## src/rtl/msg_pkg.sv

```systemverilog
package msg_pkg;

    typedef enum logic [1:0] {
        PH_IDLE = 2'd0,
        PH_MAIN = 2'd1,
        PH_TAIL = 2'd2,
        PH_HALT = 2'd3
    } phase_t;

    // Step period in 1 Hz ticks for a 3-bit period code; unused codes give 1.
    function automatic logic [4:0] period_secs(input logic [2:0] code);
        logic [4:0] r;
        case (code)
            3'd1:    r = 5'd5;
            3'd2:    r = 5'd10;
            3'd3:    r = 5'd20;
            3'd4:    r = 5'd30;
            default: r = 5'd1;
        endcase
        return r;
    endfunction

endpackage

```

## src/rtl/msg_rate.sv

```systemverilog
module msg_rate
    import msg_pkg::*;
#(
    parameter int DIV   = 1024,
    parameter int SEC_W = 5
) (
    input  logic       clk,
    input  logic       rst_n,
    input  logic       tick_1hz,
    input  logic [2:0] per_code,
    input  logic       test_mode,
    input  logic       halt,
    output logic       tick32,
    output logic       step_go
);
    localparam int PRE_W = $clog2(DIV);

    logic [PRE_W-1:0] pre_q;
    logic [SEC_W-1:0] sec_q;
    logic [SEC_W-1:0] lim;
    logic             last_sec;

    assign tick32   = (pre_q == PRE_W'(DIV - 1));
    assign lim      = SEC_W'(period_secs(per_code));
    assign last_sec = (sec_q >= lim - SEC_W'(1));

    always_ff @(posedge clk or negedge rst_n) begin
        if (!rst_n) pre_q <= '0;
        else        pre_q <= tick32 ? '0 : pre_q + PRE_W'(1);
    end

    always_ff @(posedge clk or negedge rst_n) begin
        if (!rst_n)                 sec_q <= '0;
        else if (halt || test_mode) sec_q <= '0;
        else if (tick_1hz)          sec_q <= last_sec ? '0 : sec_q + SEC_W'(1);
    end

    always_comb begin
        if (halt)           step_go = 1'b0;
        else if (test_mode) step_go = tick32;
        else                step_go = tick_1hz && last_sec;
    end
endmodule

```

## src/rtl/msg_debounce.sv

```systemverilog
module msg_debounce (
    input  logic clk,
    input  logic rst_n,
    input  logic sample_en,
    input  logic raw,
    output logic level
);
    logic prev_q;

    always_ff @(posedge clk or negedge rst_n) begin
        if (!rst_n) begin
            prev_q <= 1'b0;
            level  <= 1'b0;
        end else if (sample_en) begin
            prev_q <= raw;
            if (raw == prev_q) level <= raw;
        end
    end
endmodule

```

## src/rtl/msg_pulse_fsm.sv

```systemverilog
module msg_pulse_fsm
    import msg_pkg::*;
#(
    parameter int UNIT     = 32,
    parameter int SEG_BITS = 10
) (
    input  logic                clk,
    input  logic                rst_n,
    input  logic                step_go,
    input  logic                halt,
    input  logic [2:0]          wcode,
    input  logic                full_duty,
    input  logic                stretch,
    output logic                drv_a,
    output logic                drv_b,
    output logic                sw_en,
    output phase_t              phase,
    output logic [SEG_BITS-1:0] seg_cnt,
    output logic                cur_pol,
    output logic                start
);
    phase_t              phase_q, phase_d;
    logic [SEG_BITS-1:0] seg_q, seg_d;
    logic                cur_q, cur_d, nxt_q, nxt_d;
    logic [SEG_BITS-1:0] main_len, main_last, tail_last;
    logic                on;

    assign main_len  = (SEG_BITS'(wcode) + SEG_BITS'(1)) * SEG_BITS'(UNIT);
    assign main_last = main_len - SEG_BITS'(1);
    assign tail_last = (main_len << 1) - SEG_BITS'(1);
    assign start     = (phase_q == PH_IDLE) && !halt && step_go;

    always_comb begin
        phase_d = phase_q;
        seg_d   = seg_q;
        cur_d   = cur_q;
        nxt_d   = nxt_q;
        unique case (phase_q)
            PH_IDLE: begin
                if (halt) phase_d = PH_HALT;
                else if (step_go) begin
                    phase_d = PH_MAIN;
                    seg_d   = '0;
                    cur_d   = nxt_q;
                    nxt_d   = !nxt_q;
                end
            end
            PH_MAIN: begin
                if (halt) phase_d = PH_HALT;
                else if (seg_q == main_last) begin
                    phase_d = stretch ? PH_TAIL : PH_IDLE;
                    seg_d   = '0;
                end else seg_d = seg_q + SEG_BITS'(1);
            end
            PH_TAIL: begin
                if (halt) phase_d = PH_HALT;
                else if (seg_q == tail_last) begin
                    phase_d = PH_IDLE;
                    seg_d   = '0;
                end else seg_d = seg_q + SEG_BITS'(1);
            end
            PH_HALT: begin
                if (!halt) phase_d = PH_IDLE;
            end
        endcase
    end

    always_ff @(posedge clk or negedge rst_n) begin
        if (!rst_n) begin
            phase_q <= PH_IDLE;
            seg_q   <= '0;
            cur_q   <= 1'b1;
            nxt_q   <= 1'b0;
        end else begin
            phase_q <= phase_d;
            seg_q   <= seg_d;
            cur_q   <= cur_d;
            nxt_q   <= nxt_d;
        end
    end

    always_comb begin
        on    = 1'b0;
        sw_en = 1'b1;
        drv_a = 1'b1;
        drv_b = 1'b1;
        unique case (phase_q)
            PH_IDLE: on = 1'b0;
            PH_MAIN: on = full_duty || (seg_q[1:0] != 2'd3);
            PH_TAIL: on = (seg_q[1:0] == 2'd0);
            PH_HALT: begin
                sw_en = 1'b0;
                drv_a = 1'b0;
                drv_b = 1'b0;
            end
        endcase
        if (on) begin
            drv_a = !cur_q;
            drv_b = cur_q;
        end
    end

    assign phase   = phase_q;
    assign seg_cnt = seg_q;
    assign cur_pol = cur_q;
endmodule

```

## src/rtl/motor_step_gen.sv

```systemverilog
module motor_step_gen
    import msg_pkg::*;
#(
    parameter int DIV_32HZ = 1024,
    parameter int UNIT_CYC = 32
) (
    input  logic       clk,
    input  logic       rst_n,
    input  logic       tick_1hz,
    input  logic [7:0] cfg,
    input  logic       stop_req,
    input  logic       test_req,
    output logic       drv_a,
    output logic       drv_b,
    output logic       sw_en
);
    localparam int SEG_BITS = $clog2(2 * 8 * UNIT_CYC) + 1;

    logic                tick32, step_go, stop_db, start, cur_pol;
    phase_t              phase;
    logic [SEG_BITS-1:0] seg_cnt;

    msg_rate #(.DIV(DIV_32HZ), .SEC_W(5)) u_rate (
        .clk      (clk),
        .rst_n    (rst_n),
        .tick_1hz (tick_1hz),
        .per_code (cfg[5:3]),
        .test_mode(test_req),
        .halt     (stop_db),
        .tick32   (tick32),
        .step_go  (step_go)
    );

    msg_debounce u_db (
        .clk      (clk),
        .rst_n    (rst_n),
        .sample_en(tick32),
        .raw      (stop_req),
        .level    (stop_db)
    );

    msg_pulse_fsm #(.UNIT(UNIT_CYC), .SEG_BITS(SEG_BITS)) u_fsm (
        .clk      (clk),
        .rst_n    (rst_n),
        .step_go  (step_go),
        .halt     (stop_db),
        .wcode    (cfg[2:0]),
        .full_duty(cfg[6]),
        .stretch  (cfg[7]),
        .drv_a    (drv_a),
        .drv_b    (drv_b),
        .sw_en    (sw_en),
        .phase    (phase),
        .seg_cnt  (seg_cnt),
        .cur_pol  (cur_pol),
        .start    (start)
    );
endmodule

```

## config.mk

```make
export PLATFORM = sky130hd
export DESIGN_NAME = motor_step_gen
export DESIGN_NICKNAME = d
export VERILOG_FILES = /design/src/rtl/msg_pkg.sv /design/src/rtl/msg_rate.sv /design/src/rtl/msg_debounce.sv /design/src/rtl/msg_pulse_fsm.sv /design/src/rtl/motor_step_gen.sv
export SDC_FILE = /design/constraint.sdc
export NUM_CORES = 1
export LEC_CHECK = 0
export ABC_AREA = 1
export CAP_MARGIN = 15
export CORE_MARGIN = 5
export CORE_UTILIZATION = 45
export DETAILED_ROUTE_END_ITERATION = 16
export GPL_TIMING_DRIVEN = 0
export PLACE_DENSITY = 0.63
export SLEW_MARGIN = 20
export SYNTH_ARGS = -nofsm -noshare
export SYNTH_HDL_FRONTEND = slang
export SYNTH_SLANG_ARGS = --single-unit
```

## constraint.sdc

```tcl
create_clock -name clk -period 2.2 [get_ports clk]
set_input_delay 0.66 -clock clk [delete_from_list [all_inputs] [get_ports clk]]
set_output_delay 0.66 -clock clk [all_outputs]
set_load 0.1 [all_outputs]
```

==> results.md, run 1 <==
* Initial core utilization at 47.1%
* Hold WS at 0.311 ns
* Maximum clock path buffer count at 2
* Placed Cells at about 400
* DP HPWL at 3340 µm
* Via density at 4.94
* Synth Instances at 314
* CTS sink cnt at 31
* Share of post-route cells with drive strength above 1 at around a quarter
* Maximum clock frequency at 0.422 GHz
* Core footprint at around 4800 µm²
* CTS Buf Count at 5
* Final Hold Fails at 0
* Relative slew slack at 70.5%
* Drt drc at 0
* Crit path time final at 2.37 ns
* Yosys cell types at 33
* Reg clk slew, reported paths at 0.07 ns
* Number of global-route vias before repair at roughly 1,900
* Crit Path Class: in2reg
* Post-placement setup slack at -1.18 ns
* Initial antenna violation count at 0
* Avg Cell Area, Syn at 7.17 µm²
* Critical path cell sequence: buf_8 > inv_8 > a21oi_4 > inv_2 > nand2_2 > ha_4 > xor2_1 > ha_1 > a21oi_2 > o21ai_2 > o21bai_2 > nand3_2 > nand2_4 > clkinv_4 > nand3_1 > nand2_1
* Cell row count at 25
* Violated checks: negative setup slack
* Leakage Power at 1.40 nW
* Status: finished, violations left
* Antenna diode count at 0
* Mapped Nets at 343
* I/O Buffers at 14
* Commonest non-fill, non-tap cell in the layout: nand2_1
* FF+latch count, synth at 31
* Grt total ovfl at 0
* DRT iter0 DRCs at 109
* Post-synthesis sequential area ratio at 34.5%
* RePlAce Congestion at 0.794
* Die H at about 81 µm
* Die W at between 80 and 90 µm
* Critical path's slowest cell: ha_1
* # Max-Cap Violations at 0
* Clock insertion delay at the later pin of the skew report at 0.28 ns
* Via count at 2,055
* Hold_buf cts at 0
* Met2 usage at between 20% and 30%
* Critical path buffer and inverter count at 4
* Die area at 6520 µm²
* Cell area after synthesis at 2250 µm²
* CP max FO at 5
* Setup WS post-layout at -0.172 ns
* 1st-pass router iterations at 4
* H-tree Lvls at 2
* Worst clock skew at ~0.0044 ns
* I/O pin count at 16
* Routed WL at 4940 µm
* CP startpoint: cfg[4]
* Tcrit/Tclk final at 108%
* WL/cell at 11.9 µm
* TritonCTS clock tree: done
* Cell area after layout at 2980 µm²
* Global Route Usage Sum at 16.5%
* Final setup vio count at 19
* Crit. path cell count at 16
* Gr busiest metal: met2
* Reg2Reg Depth at 11
* Crit path arrival time at roughly 2.6 ns
* CP startpoint kind: primary input
* Placed inst area at 2560 µm²
* M1 GR Usage at 22.5%
* Crit-path leading delay family: compound AO/OA/AOI/OAI gates
* Yosys Warn Count at 0
* Worst vdd ir at 2.42 mV
* Max-slew violations at 0
* P&R area growth vs syn at 32.4%
* GR Util met3 at 3.99%
* Non-Filler Instances at 416
* Root Buffer: clkbuf_8
* Post-layout nets at 377
* Slew @ Worst Pin at 0.441 ns
* WP data required at 2.37 ns
* RSZ-0062 raised after global routing: yes
* Cell Pwr Density at 990 nW/µm²
* Post-DRT Antenna Nets at 0
* Min-Delay Path Class: in2async
* Critical path's largest stage delay at 0.26 ns
* Most frequent cells in the layout: nand2_1 (80), inv_1 (41), dfrtp_1 (28)
* First-pass GRT wire length at 8440 µm
* Largest net degree at the start of global routing at 32
* FF-to-FF Start: u_rate.sec_q[3]
* Setup crit end kind: flip-flop
-- worst reg2reg max path: stages, from the launching register on --
cell and delay, ns:
dfrtp_1 0.41, ha_1 0.30, nand2_2 0.07, inv_1 0.05
nand2_1 0.05, o21ai_2 0.18, o21bai_2 0.12, buf_4 0.14
buf_6 0.11, nand2_2 0.07, nand2_2 0.07, xnor2_1 0.14
-- registers in the layout, indices dropped and copies added, names as in the netlist --
register / cells
u_fsm.seg_cnt: 10
u_db.level: 1
u_rate.pre_q: 10
u_fsm.phase: 2
u_db.prev_q: 1
u_fsm.cur_pol: 1
u_rate.sec_q: 5
u_fsm.nxt_q: 1
-- per-layer routing --
metal,vias to the layer above,part of all wire [%]
met1,933,48
met3,7,3.8
met4,0,1.2
met5,-,0
met2,36,47
li1,1079,-
-- logic make-up after synthesis --
logic type | Yosys count | share of synthesized area (%)
fa+ha+maj | 16 | 8.89
buf+inv | 54 | 9.72
simple gates | 169 | 34.4
flops | 31 | 34.5
xor+xnor | 10 | 3.89
compound gates | 34 | 8.61
-- Yosys cell counts, drive strengths merged --
cell	number	area [µm²]
nor4	1	6.26
nor2	27	131
clkinv	1	5.00
dfrtp	30	751
o2111ai	1	8.76
a21oi	14	70.1
ha	16	200
nand3	33	180
o211ai	1	7.51
buf	5	33.8
nor3	8	45.0
nand4	5	31.3
or2	1	6.26
dfstp	1	26.3
o21a	1	7.51
o21bai	1	7.51
xnor2	5	43.8
o22ai	2	12.5
xor2	5	43.8
nand3b	1	7.51
inv	48	180
a21boi	1	11.3
nand2	93	367
o21ai	13	68.8
-- final cells by class --
cell class | instances | area (µm²)
Fill cell | 420 | 1800
Multi-Input combinational cell | 229 | 1450
Sequential cell | 31 | 779
Timing Repair Buffer | 26 | 284
Inverter | 49 | 218
Tap cell | 67 | 83.8
Clock buffer | 6 | 82.6
Buffer | 5 | 37.5
Clock inverter | 2 | 35.0
Timing Repair inverter | 1 | 8.76
-- stage by stage --
stage / power, mW / setup TNS (ns) / utilization, %
after floorplan: 1.66 / -3.26 / -
after global placement: 1.93 / -27.99 / 53.3
after detailed placement: 1.94 / -23.30 / 53.6
after CTS: 2.79 / -1.33 / 59.1
after global routing: 3.14 / -5.10 / 62.3
final: 2.95 / -2.32 / 62.3
-- power breakdown --
group | internal, mW | switching [mW]
clock network | 0.366 | 0.220
logic | 0.634 | 1.04
registers | 0.618 | 0.0715
total | 1.62 | 1.34
-- worst paths after layout --
path                               endpoint  slack (ns)
setup / recovery           u_fsm.seg_cnt[7]       -0.17
hold / removal             u_fsm.seg_cnt[3]        0.31
setup reg to reg                u_fsm.nxt_q        0.38
hold reg to reg                 u_fsm.nxt_q        0.48
max in group asynchronous     u_fsm.cur_pol        1.65
min in group clk                u_fsm.nxt_q        0.48
-- timing repair --
action                     CTS  global route
pin swaps                   17             4
cloned                       1             1
setup endpoints to repair   22            22
buffers inserted             4             6
gates resized for setup     71            16
(Power assumes the default switching activity.)
==> run 2, diff against run 1 <==
--- a/config.mk
+++ b/config.mk
@@ -11,6 +11,7 @@
 export CORE_UTILIZATION = 45
 export DETAILED_ROUTE_END_ITERATION = 16
 export GPL_TIMING_DRIVEN = 0
+export MAX_ROUTING_LAYER = met4
 export PLACE_DENSITY = 0.63
 export SLEW_MARGIN = 20
 export SYNTH_ARGS = -nofsm -noshare
==> run 2 against run 1 <==
First-iteration DRC count is 9.2% higher. Via count shrank 0.63%. Highest routed layer unchanged. The run still ends with negative setup slack left. Clock-buffer cell count stayed put. Clock skew decreased by 0.00092 ns. Clock power about the same.
==> results.md, run 2 (synthesis gave the netlist of run 1 again) <==
* Status: finished, violations left
* Violated checks: negative setup slack
* RSZ-0062 raised after global routing: yes
* Worst vdd ir at 2.42 mV (about the same)
* CTS Buf Count at 5 (unchanged)
* Share of post-route cells with drive strength above 1 at 25.8% (unchanged)
* Drt drc at 0 (unchanged)
* Cell row count at 25 (unchanged)
* Via count at 2,042 (-0.63%)
* R2R Setup Slk at 0.38 ns (about the same)
* Die area at 6520 µm² (unchanged)
* Number of global-route vias before repair at 1,891 (unchanged)
* Cell Pwr Density at 989 nW/µm² (-0.10%)
* H-tree Lvls at 2 (unchanged)
* I/O pin count at 16 (unchanged)
* Placed inst area at 2560 µm² (unchanged)
* Via density at 4.91 (-0.63%)
* CP max FO at 5 (unchanged)
* Crit Path Class: in2reg
* Crit path time final at 2.38 ns (+0.00486 ns)
* CTS sink cnt at 31 (unchanged)
* Total power at 2.95 mW (-0.10%)
* Maximum clock frequency at 0.421 GHz (-0.20%)
* Placed Cells at 396 (unchanged)
* Grt total ovfl at 0 (unchanged)
* CP startpoint kind: primary input
* First-pass GRT wire length at 8440 µm (unchanged)
* Die H at 80.7 µm (unchanged)
* WP data required at 2.37 ns (about the same)
* Maximum clock path buffer count at 2 (unchanged)
* Antenna diode count at 0 (unchanged)
* Relative slew slack at 70.5% (about the same)
* WL/cell at 11.8 µm (-0.32%)
* Post-DRT Antenna Nets at 0 (unchanged)
* Hold WS at 0.316 ns (+0.00533 ns)
* Post-placement setup slack at -1.18 ns (unchanged)
* Final Hold Fails at 0 (unchanged)
* Reg clk slew, reported paths at 0.07 ns (about the same)
* 1st-pass router iterations at 4 (unchanged)
* Leakage Power at 1.40 nW (unchanged)
* Max-slew violations at 0 (unchanged)
* Global Route Usage Sum at 17.0% (+0.48 points)
* Min-Delay Path Class: in2async
* Core footprint at 4790 µm² (unchanged)
* Setup crit end kind: flip-flop
* Root Buffer: clkbuf_8
* Commonest non-fill, non-tap cell in the layout: nand2_1
* Largest net degree at the start of global routing at 32 (unchanged)
* DP HPWL at 3340 µm (unchanged)
* TritonCTS clock tree: done
* DRT iter0 DRCs at 119 (+9.2%)
* Final setup vio count at 19 (unchanged)
* Die W at 80.7 µm (unchanged)
* FF-to-FF Start: u_rate.sec_q[3]
* Initial antenna violation count at 0 (unchanged)
* Reg2Reg Depth at 11 (unchanged)
* Routed WL at 4930 µm (-0.32%)
* Tcrit/Tclk final at 108% (+0.22 points)
* Layout fillers at 420 (unchanged)
* Slew @ Worst Pin at 0.440 ns (-0.000576 ns)
* Crit path arrival time at 2.55 ns (about the same)
* Initial core utilization at 47.1% (unchanged)
* P&R area growth vs syn at 32.4% (unchanged)
* RePlAce Congestion at 0.806 (+1.4%)
* Clock insertion delay at the later pin of the skew report at 0.28 ns (about the same)
* Non-Filler Instances at 416 (unchanged)
* Worst clock skew at 0.00349 ns (-0.000916 ns)
* Cell area after layout at 2980 µm² (unchanged)
* Setup WS post-layout at -0.177 ns (-0.00486 ns)
* Reg2reg end: u_fsm.nxt_q
* # Max-Cap Violations at 0 (unchanged)
* Post-layout nets at 377 (unchanged)
* Most frequent cells in the layout: nand2_1 (80), inv_1 (41), dfrtp_1 (28)
* I/O Buffers at 14 (unchanged)
[run 2: worst max-delay path by stage]
| stage | start | end | depth (start not counted) |
|---|---|---|---|
| after global routing | cfg[4] | u_fsm.seg_cnt[1] | 16 |
| after global placement | cfg[6] | drv_a | 7 |
| final | cfg[4] | u_fsm.seg_cnt[1] | 16 |
| after floorplan | cfg[3] | u_fsm.seg_cnt[1] | 15 |
| after CTS | cfg[4] | u_fsm.seg_cnt[1] | 16 |
| after detailed placement | cfg[3] | u_fsm.seg_cnt[1] | 16 |
[run 2: worst max-delay path, cell delays in order]
cell	delay (ns)
buf_8	0.08
inv_8	0.03
a21oi_4	0.19
inv_2	0.07
nand2_2	0.08
ha_4	0.13
xor2_1	0.13
ha_1	0.26
a21oi_2	0.16
o21ai_2	0.09
o21bai_2	0.17
nand3_2	0.11
nand2_4	0.14
clkinv_4	0.09
nand3b_1	0.09
nand2_1	0.06
[run 2: stage by stage]
stage,setup TNS (ns),util (%)
global placement,-27.99,53.3
CTS,-1.33,59.1
finish,-2.33,62.3
detailed placement,-23.30,53.6
global route,-5.10,62.3
floorplan,-3.26,-
[run 2: power breakdown]
part	total [mW]	leakage, nW	internal [mW]	switching, mW
Clock	0.583	0.0612	0.366	0.216
Combinational	1.68	0.936	0.633	1.04
Sequential	0.689	0.403	0.618	0.0712
[run 2: per-layer routing]
| layer | wire, µm | GRT usage [%] | up-vias | share of wire (%) |
|---|---|---|---|---|
| li1 | - | - | 1079 | - |
| met1 | 2370 | 22.5 | 927 | 48 |
| met2 | 2330 | 25.7 | 29 | 47 |
| met3 | 175 | 3.88 | 7 | 3.6 |
| met4 | 58 | 5.57 | 0 | 1.2 |
| met5 | 0 | - | - | 0 |
[run 2: what timing repair did]
item                                    in CTS  in global routing
setup buffers                                4                  6
hold buffers                                 0                  0
gates resized for setup                     71                 16
pin swaps                                   17                  4
gates cloned                                 1                  1
endpoints found under the setup margin      22                 22
hold endpoints to repair                     0                  0
[run 2: layout make-up]
class / count / area, µm² / share of cell area, %
clock inverter: 2 / 35.0 / 1.17
inverter: 49 / 218 / 7.30
multi-input combinational: 229 / 1450 / 48.7
clock buffer: 6 / 82.6 / 2.77
buffer: 5 / 37.5 / 1.26
tap: 67 / 83.8 / 2.81
sequential: 31 / 779 / 26.1
timing repair inverter: 1 / 8.76 / 0.294
timing repair buffer: 26 / 284 / 9.53
==> run 3, diff against run 2 <==
--- a/config.mk
+++ b/config.mk
@@ -11,6 +11,7 @@
 export CORE_UTILIZATION = 45
 export DETAILED_ROUTE_END_ITERATION = 16
 export GPL_TIMING_DRIVEN = 0
+export HOLD_SLACK_MARGIN = 0.06
 export MAX_ROUTING_LAYER = met4
 export PLACE_DENSITY = 0.63
 export SLEW_MARGIN = 20
==> results of run 3 <==
Same layout as run 2: the final DEF is identical, and so are final timing and power.
